$ cat src/rtl/rob_pkg.sv
package rob_pkg;
  typedef enum logic [1:0] {
    OP_ALU    = 2'd0,
    OP_LOAD   = 2'd1,
    OP_STORE  = 2'd2,
    OP_BRANCH = 2'd3
  } rob_op_e;
endpackage

$ cat src/rtl/rob_ptr_ctl.sv
module rob_ptr_ctl #(
  parameter int unsigned DEPTH = 8,
  localparam int unsigned IW = $clog2(DEPTH)
) (
  input  logic          clk_i,
  input  logic          rst_ni,
  input  logic          push_i,
  input  logic          pop_i,
  input  logic          clear_i,
  output logic [IW-1:0] head_o,
  output logic [IW-1:0] tail_o,
  output logic          full_o,
  output logic          empty_o
);
  logic [IW:0] head_q, tail_q, head_d;

  assign head_d = head_q + {{IW{1'b0}}, pop_i};

  always_ff @(posedge clk_i or negedge rst_ni) begin
    if (!rst_ni) begin
      head_q <= '0;
      tail_q <= '0;
    end else begin
      head_q <= head_d;
      // clear leaves tail just behind the surviving head
      tail_q <= clear_i ? head_d : tail_q + {{IW{1'b0}}, push_i};
    end
  end

  assign head_o  = head_q[IW-1:0];
  assign tail_o  = tail_q[IW-1:0];
  assign empty_o = (head_q == tail_q);
  assign full_o  = (head_q[IW] != tail_q[IW]) && (head_q[IW-1:0] == tail_q[IW-1:0]);

  p_full_holds_r10: assert property (@(posedge clk_i) disable iff (!rst_ni)
    (full_o && !pop_i && !clear_i) |=> (full_o && $stable(tail_o)));
  p_not_both_r2: assert property (@(posedge clk_i) disable iff (!rst_ni)
    !(full_o && empty_o));
endmodule

$ cat src/rtl/rob_commit_sel.sv
module rob_commit_sel
  import rob_pkg::*;
(
  input  logic    head_valid_i,
  input  logic    head_done_i,
  input  logic    head_exc_i,
  input  logic    head_misp_i,
  input  rob_op_e head_op_i,
  output logic    commit_o,
  output logic    reg_we_o,
  output logic    store_en_o,
  output logic    exc_o,
  output logic    clear_o
);
  logic ready;

  assign ready      = head_valid_i && head_done_i;
  assign exc_o      = ready && head_exc_i;
  assign commit_o   = ready && !head_exc_i;
  assign reg_we_o   = commit_o && (head_op_i == OP_ALU || head_op_i == OP_LOAD);
  assign store_en_o = commit_o && (head_op_i == OP_STORE);
  assign clear_o    = exc_o || (commit_o && head_op_i == OP_BRANCH && head_misp_i);
endmodule

$ cat src/rtl/rob_core.sv
module rob_core
  import rob_pkg::*;
#(
  parameter int unsigned DEPTH = 8,
  parameter int unsigned DW    = 32,
  parameter int unsigned RW    = 5,
  localparam int unsigned IW   = $clog2(DEPTH)
) (
  input  logic          clk_i,
  input  logic          rst_ni,
  input  logic          alloc_valid_i,
  input  logic [1:0]    alloc_op_i,
  input  logic [RW-1:0] alloc_dest_i,
  output logic          alloc_ready_o,
  output logic [IW-1:0] alloc_tag_o,
  input  logic          wb_valid_i,
  input  logic [IW-1:0] wb_tag_i,
  input  logic [DW-1:0] wb_value_i,
  input  logic          wb_exc_i,
  input  logic          wb_mispredict_i,
  output logic          commit_valid_o,
  output logic [IW-1:0] commit_tag_o,
  output logic [RW-1:0] commit_dest_o,
  output logic [DW-1:0] commit_value_o,
  output logic          reg_we_o,
  output logic          store_en_o,
  output logic          exc_o,
  output logic          flush_o,
  output logic          full_o,
  output logic          empty_o
);
  logic [DEPTH-1:0] valid_q, done_q, exc_q, misp_q;
  rob_op_e          op_q   [DEPTH];
  logic [RW-1:0]    dest_q [DEPTH];
  logic [DW-1:0]    val_q  [DEPTH];

  logic [IW-1:0] head, tail;
  logic          alloc_fire, commit_fire, clear;

  rob_ptr_ctl #(.DEPTH(DEPTH)) u_ptr (
    .clk_i   (clk_i),
    .rst_ni  (rst_ni),
    .push_i  (alloc_fire),
    .pop_i   (commit_fire),
    .clear_i (clear),
    .head_o  (head),
    .tail_o  (tail),
    .full_o  (full_o),
    .empty_o (empty_o)
  );

  rob_commit_sel u_sel (
    .head_valid_i (valid_q[head]),
    .head_done_i  (done_q[head]),
    .head_exc_i   (exc_q[head]),
    .head_misp_i  (misp_q[head]),
    .head_op_i    (op_q[head]),
    .commit_o     (commit_fire),
    .reg_we_o     (reg_we_o),
    .store_en_o   (store_en_o),
    .exc_o        (exc_o),
    .clear_o      (clear)
  );

  assign alloc_ready_o = !full_o && !clear;
  assign alloc_fire    = alloc_valid_i && alloc_ready_o;
  assign alloc_tag_o   = tail;

  always_ff @(posedge clk_i or negedge rst_ni) begin
    if (!rst_ni) begin
      valid_q <= '0;
      done_q  <= '0;
      exc_q   <= '0;
      misp_q  <= '0;
      for (int i = 0; i < DEPTH; i++) begin
        op_q[i]   <= OP_ALU;
        dest_q[i] <= '0;
        val_q[i]  <= '0;
      end
    end else if (clear) begin
      // head is retired or faulting; every other slot is younger
      valid_q <= '0;
    end else begin
      for (int i = 0; i < DEPTH; i++) begin
        if (commit_fire && head == IW'(i)) valid_q[i] <= 1'b0;
        if (wb_valid_i && wb_tag_i == IW'(i) && valid_q[i]) begin
          done_q[i] <= 1'b1;
          val_q[i]  <= wb_value_i;
          exc_q[i]  <= wb_exc_i;
          misp_q[i] <= wb_mispredict_i;
        end
        if (alloc_fire && tail == IW'(i)) begin
          valid_q[i] <= 1'b1;
          done_q[i]  <= 1'b0;
          exc_q[i]   <= 1'b0;
          misp_q[i]  <= 1'b0;
          op_q[i]    <= rob_op_e'(alloc_op_i);
          dest_q[i]  <= alloc_dest_i;
        end
      end
    end
  end

  assign commit_valid_o = commit_fire;
  assign commit_tag_o   = head;
  assign commit_dest_o  = dest_q[head];
  assign commit_value_o = val_q[head];
  assign flush_o        = clear;

  p_empty_none_r1: assert property (@(posedge clk_i) disable iff (!rst_ni)
    empty_o |-> (valid_q == '0));
  p_full_all_r2: assert property (@(posedge clk_i) disable iff (!rst_ni)
    full_o |-> (&valid_q));
  p_in_order_r3: assert property (@(posedge clk_i) disable iff (!rst_ni)
    commit_valid_o |=> (commit_tag_o == IW'($past(commit_tag_o) + 1'b1)));
  p_one_kind_r5: assert property (@(posedge clk_i) disable iff (!rst_ni)
    $onehot0({reg_we_o, store_en_o, exc_o}));
  p_flush_empty_r7: assert property (@(posedge clk_i) disable iff (!rst_ni)
    flush_o |=> empty_o);
  p_exc_no_retire_r8: assert property (@(posedge clk_i) disable iff (!rst_ni)
    exc_o |-> !commit_valid_o);
endmodule

$ cat config.mk
export PLATFORM = sky130hd
export DESIGN_NAME = rob_core
export DESIGN_NICKNAME = d
export VERILOG_FILES = /design/src/rtl/rob_pkg.sv /design/src/rtl/rob_ptr_ctl.sv /design/src/rtl/rob_commit_sel.sv /design/src/rtl/rob_core.sv
export SDC_FILE = /design/constraint.sdc
export NUM_CORES = 1
export LEC_CHECK = 0
export BUFFER_PORTS_ARGS = -buffer_cell sky130_fd_sc_hd__buf_4
export CAP_MARGIN = 25
export CORE_MARGIN = 2
export CORE_UTILIZATION = 55
export DETAILED_ROUTE_END_ITERATION = 10
export HOLD_SLACK_MARGIN = 0.06
export PLACE_DENSITY = 0.73
export SLEW_MARGIN = 20
export SYNTH_ARGS = -nofsm -noshare
export SYNTH_HDL_FRONTEND = slang
export SYNTH_SLANG_ARGS = --single-unit
$ cat constraint.sdc
create_clock -name clk_i -period 3.45 [get_ports clk_i]
set_input_delay 0.5175 -clock clk_i [delete_from_list [all_inputs] [get_ports clk_i]]
set_output_delay 0.5175 -clock clk_i [all_outputs]
set_load 0.03 [all_outputs]
==> impl_metrics.yaml, run 1 <==
global_routing:
  grt_max_degree: 97
  grt_pass1_wl_um: 56900
  antenna_found_initial: 0
  grt_pass1_vias: 10000
  overflow: 0
  gr-usage-all-layers_pct: 23.5
logic_synthesis:
  synth-seq-cells: 352
  ys_warn_count: 0
  syn_inst: 1055
  syn_nets: 1107
  syn-cell-area_um2: 16300
  syn_area_per_cell_um2: 15.4
  ys_seq_area_share_pct: 54.1
  async_flop_share_pct: 100
  synth.distinct_cells: 50
  synth_ff_type: "dfrtp_1"
  synth-edff-count: 0
sta:
  worstMarginPinSlew_ns: 0.796
  finalCritPeriodShare_pct: 96.4
  final-hold-violation-count: 0
  final-setup-viol-count: 0
  finalWorstSetupSlack_ns: 0.124
  slew_headroom_pct: 46.9
  fmax_mhz: 301
  min_period_ns: 3.33
  rsz0062_at_grt: "no"
  fin_worst_skew_ns: 0.0163
  tns_ns: 0
  slew_violations: 0
critical_path:
  crit_arrival_ns: 2.81
  max_stage_delay_ns: 0.58
  worstPathCellList: "buf_4, nand3_1, o22ai_1, a221o_1, nand2_1, inv_1, and2_1, buf_4"
  critical_path.startpoint_type: "register"
  path_buf_inv: 3
  cp_max_fo: 19
  critPathCaptureType: "output port"
  cpMostUsedCell: "buf_4"
  crit_path_top_delay_cell: "dfrtp_4"
  crit_family: "buffers and inverters"
  path_class: "register to output port"
  required_ns: 2.93
  cp.depth: 8
  worst-r2r-cell-count: 9
placement:
  pre_cts_ws_ns: 0.400
  io_buffer_count: 98
  dp_hpwl_um: 21500
  globalplace.congestion: 0.907
  place_inst: 1498
cells_and_area:
  num_antenna_cells: 0
  nNetsFinal: 1206
  area_growth_pct: 15.1
  n_fill_cell: 2069
  drive_gt1_share_pct: 42.7
  fin_util_pct: 64.7
  fin_cells: 1565
pwr:
  total_power_uw: 20100
  p_int_uw: 13200
  p_sw_uw: 6900
  swShare_pct: 34.4
  power_frac_clock_pct: 20.5
  pwr-share-seq_pct: 36.5
  combPwrFrac_pct: 43.0
  p_leak_uw: 0.00819
  ir_drop_v: 0.000560
  powerDensity_nw_per_um2: 1070
clock_network:
  htree_levels: 2
  clockBufferDepth: 3
  cts_made_buffers: 37
  postCtsSetupBuffers: 0
  clk_pin_slew_worst_paths_ns: 0.06
  clockRootBuffer: "clkbuf_16"
  clk_latency_ns: 0.52
  cts_tree: "built"
  cts_num_sinks: 352
die:
  rows: 62
  core_um2: 28900
  io_pins: 99
  die_area_um2: 31000
  initial_utilization_pct: 56.3
  die_y_um: 176
  fp.dieW_um: 176
run_status:
  outcome: "finished clean"
route:
  drt_pass1_iterations: 7
  via_per_inst: 5.96
  ant_nets: 0
  drcViolationCount: 0
  wl_per_cell_um: 22.1
  wl_um: 34700
  vias: 9320
  drtIter0Drc: 735
min_path:
  hold_depth: 2
  hold_class: "input pin to register"
flow_run:
  drv_cap: 0
## area by class of cell
class	instances	area (um^2)	area share, %
sequential	352	8820	47.1
multi-input combinational	624	7010	37.4
clock buffer	57	1150	6.16
timing repair buffer	133	1130	6.02
tap	384	480	2.56
clock inverter	9	124	0.661
inverter	6	25.0	0.134
## through the flow
step	hold WS (ns)	instance area [um^2]
after CTS	0.255	18700
after global placement	0.462	17400
after floorplan	0.222	16300
after global routing	0.276	18700
final	0.280	18700
after detailed placement	0.472	17400
## flip-flops by register name, indices dropped and copies added (netlist names)
signal	flops
dest_q	40
done_q	8
exc_q	8
misp_q	8
op_q	16
u_ptr.head_q	4
u_ptr.tail_q	4
val_q	256
valid_q	8
## layout by cell type, fill, tap and decap left out, drive strengths merged, types with 10 or more instances in the layout
cell and instances:
clkbuf 57, a21oi 12, o2bb2ai 10, nand2 27
nor2 34, mux4 80, o21ai 14, and2 13
dfrtp 352, buf 132, mux2 351
## synthesized netlist by cell type (5+ instances only)
| master | n | area, um^2 |
|---|---|---|
| a32o_1 | 6 | 60.1 |
| xnor2_1 | 5 | 43.8 |
| buf_4 | 30 | 225 |
| mux2_2 | 212 | 2390 |
| inv_1 | 5 | 18.8 |
| and3_1 | 5 | 31.3 |
| o21ai_0 | 14 | 70.1 |
| nand2_1 | 26 | 97.6 |
| mux2_1 | 139 | 1570 |
| buf_1 | 5 | 18.8 |
| dfrtp_1 | 352 | 8810 |
| clkbuf_1 | 15 | 56.3 |
| and2_1 | 13 | 81.3 |
| o2bb2ai_1 | 10 | 87.6 |
| nor3_1 | 6 | 30.0 |
| nand2b_1 | 7 | 43.8 |
| nor2_1 | 28 | 105 |
| nor2b_1 | 5 | 31.3 |
| nor2_4 | 6 | 67.6 |
| nand3_1 | 8 | 40.0 |
| a21oi_1 | 12 | 60.1 |
| buf_2 | 17 | 85.1 |
| mux4_2 | 80 | 1800 |
| buf_6 | 6 | 67.6 |
## power groups by stage
stage / logic, uW / clock network [uW] / registers (uW)
finish: 8620 / 4110 / 7330
global route: 9250 / 4380 / 7580
CTS: 8720 / 4190 / 7300
detailed placement: 8680 / 0 / 7350
global placement: 8510 / 0 / 7260
floorplan: 6680 / 0 / 6820
## routing by layer
metal  vias up  wire length [um]  share of wire (%)  GRT usage, %
met3        40              1640                4.7          4.03
met1      4948             15500                 45          34.1
met4         0               572                1.7          5.65
met2       205             16900                 49          37.6
li1       4127                 -                  -             -
met5         -                 0                  0             0
## worst paths after layout
| path | from | endpoint | slack [ns] |
|---|---|---|---|
| max | u_ptr.head_q[1] | reg_we_o | 0.12 |
| min | wb_value_i[14] | val_q[206] | 0.28 |
| max reg2reg | u_ptr.head_q[1] | val_q[20] | 0.40 |
| min reg2reg | val_q[239] | val_q[239] | 0.48 |
| max in group asynchronous | rst_ni | val_q[179] | 1.82 |
| min in group asynchronous | rst_ni | misp_q[1] | 0.60 |
## kinds of logic (layout without fill, tap and decap cells)
family / after synthesis / in the layout / synth area share [%]
AO/OA/AOI/OAI: 64 / 64 / 2.94
XOR/XNOR: 8 / 8 / 0.430
adder cells (fa/ha/maj): 4 / 4 / 0.307
buffers and inverters: 79 / 205 / 2.94
flip-flops: 352 / 352 / 54.1
multiplexers: 435 / 435 / 35.6
AND/OR/NAND/NOR: 113 / 113 / 3.68
## what timing repair did
item	4_1_cts	5_1_grt
gates resized for setup	0	6
endpoints found under the setup margin	0	4
endpoints found under the hold margin	5	0
hold buffers	1	0
## worst register-to-register path: stages (launching register included)
cell and delay, ns:
dfrtp_4 0.58, buf_4 0.33, nand3_1 0.18, o22ai_1 0.29
a221oi_2 0.11, o211ai_4 0.24, buf_4 0.29, and2_2 0.22
buf_4 0.30, mux2_2 0.39
(Power assumes the default switching activity.)
==> run 2: changes to the inputs <==
--- a/config.mk
+++ b/config.mk
@@ -5,13 +5,13 @@
 export SDC_FILE = /design/constraint.sdc
 export NUM_CORES = 1
 export LEC_CHECK = 0
-export BUFFER_PORTS_ARGS = -buffer_cell sky130_fd_sc_hd__buf_4
 export CAP_MARGIN = 25
 export CORE_MARGIN = 2
 export CORE_UTILIZATION = 55
 export DETAILED_ROUTE_END_ITERATION = 10
+export DONT_BUFFER_PORTS = 1
 export HOLD_SLACK_MARGIN = 0.06
-export PLACE_DENSITY = 0.73
+export PLACE_DENSITY = 0.7
 export SLEW_MARGIN = 20
 export SYNTH_ARGS = -nofsm -noshare
 export SYNTH_HDL_FRONTEND = slang
==> impl_metrics.yaml, run 2 (same netlist as run 1, synthesis figures left out) <==
run_status:
  outcome: "finished, violations left"
  violations: "negative hold slack"
global_routing:
  antenna_found_initial: 0
  use_met3_pct: 4.57
  grt_max_degree: 353
  grt_util_met2_pct: 36.7
  gr-usage-all-layers_pct: 23.0
  met1_usage_pct: 32.8
  grt_busiest_layer: "met2"
  overflow: 0
  grt_pass1_wl_um: 55500
  grt_pass1_vias: 9625
critical_path:
  required_ns: 2.93
  reg2reg_from: "u_ptr.head_q[1]"
  path_buf_inv: 2
  critPathCaptureType: "output port"
  max_stage_delay_ns: 0.60
  critical_path.startpoint_type: "register"
  crit_path_top_delay_cell: "dfrtp_4"
  crit_family: "multiplexers"
  crit_arrival_ns: 2.81
  startpoint: "u_ptr.head_q[1]"
  cp_max_fo: 18
  path_class: "register to output port"
  worstPathCellList: "mux4_2, mux2i_1, nor3_1, o211ai_4, inv_4, nor2_1, buf_4"
cells_and_area:
  largest_register_ffs: 256
  fin_cells: 1469
  reg.largest.list: "val_q x256, dest_q x40, op_q x16"
  most-common-layout-cells: "349 x dfrtp_1, 212 x mux2_2, 139 x mux2_1, 80 x mux4_2, 39 x clkbuf_16"
  drive_gt1_share_pct: 37.3
  top_register: "val_q"
  final_area_um2: 17900
  nNetsFinal: 1109
  layout_commonest_cell: "dfrtp_1"
  num_antenna_cells: 0
  area_growth_pct: 10.2
route:
  drtIter0Drc: 526
  wl_um: 34400
  via_per_inst: 6.13
  drt_pass1_iterations: 5
  ant_nets: 0
  wl_per_cell_um: 23.4
  drcViolationCount: 0
  vias: 9004
sta:
  min_period_ns: 3.32
  slew_headroom_pct: 47.4
  fmax_mhz: 301
  tns_ns: 0
  final-setup-viol-count: 0
  final-hold-violation-count: 352
  fin_worst_skew_ns: 0.0110
  worstMarginPinSlew_ns: 0.789
  slew_violations: 0
  rsz0062_at_grt: "no"
  holdWs_ns: -0.298
  finalCritPeriodShare_pct: 96.4
  finalWorstSetupSlack_ns: 0.125
clock_network:
  htree_levels: 2
  clockRootBuffer: "clkbuf_16"
  cts_made_buffers: 39
  clk_pin_slew_worst_paths_ns: 0.06
  clk_latency_ns: 0.52
  cts_num_sinks: 352
  clockBufferDepth: 3
  cts_tree: "built"
die:
  fp.dieW_um: 176
  die_area_um2: 31000
  initial_utilization_pct: 56.3
  io_pins: 99
  die_y_um: 176
  rows: 62
  core_um2: 28900
pwr:
  p_leak_uw: 0.00768
  ir_drop_v: 0.000601
  powerDensity_nw_per_um2: 1060
placement:
  globalplace.congestion: 0.902
  pre_cts_ws_ns: 0.315
  place_inst: 1399
  place_area_um2: 16600
  dp_hpwl_um: 20300
  io_buffer_count: 0
min_path:
  hold_class: "input pin to async pin"
flow_run:
  drv_cap: 0
==> run 2: cell count changes in the layout (fill, tap and decap cells not counted), sizes merged <==
cell and delta:
clkinvlp +1, inv +2, buf -98, dlygate4sd3 -1
clkbuf +1, clkinv -1
==> run 2: per-stage QoR <==
stage / power [uW] / utilization (%)
2_1_floorplan: 13500 / -
3_3_place_gp: 14800 / 57.5
4_1_cts: 19200 / 62.0
5_1_grt: 20200 / 62.0
6_report: 19100 / 62.0
3_5_place_dp: 15000 / 57.5
==> run 2: what timing repair did <==
item,CTS,global route
resized for setup,0,2
buffers inserted,0,1
endpoints found under the hold margin,352,352
setup endpoints to repair,0,23
==> run 2: final timing paths <==
path,cells past startpoint,end,slack (ns)
setup / recovery,7,alloc_ready_o,0.13
hold / removal,0,op_q[8],-0.30
setup reg to reg,8,val_q[143],0.39
hold reg to reg,1,val_q[53],0.48
max in group asynchronous,0,val_q[13],3.09
min in group clk_i,1,val_q[115],0.13
==> run 2: routing by layer <==
metal  routed length [um]  vias to the layer above
met4                  685                        0
met3                 1830                       55
li1                     -                     3932
met1                15500                     4796
met5                    0                        -
met2                16400                      221
==> run 2: where the power goes <==
| group | switching [uW] | internal [uW] |
|---|---|---|
| registers | 1130 | 6160 |
| clock network | 1620 | 2510 |
| logic | 3900 | 3760 |
==> run 2: final cells by class <==
type                            count  area [um^2]
Clock buffer                       58         1140
Clock inverter                     11          144
Fill cell                        2140        11000
Inverter                            6         25.0
Multi-Input combinational cell    624         7000
Sequential cell                   352         8820
Tap cell                          384          480
Timing Repair Buffer               34          338
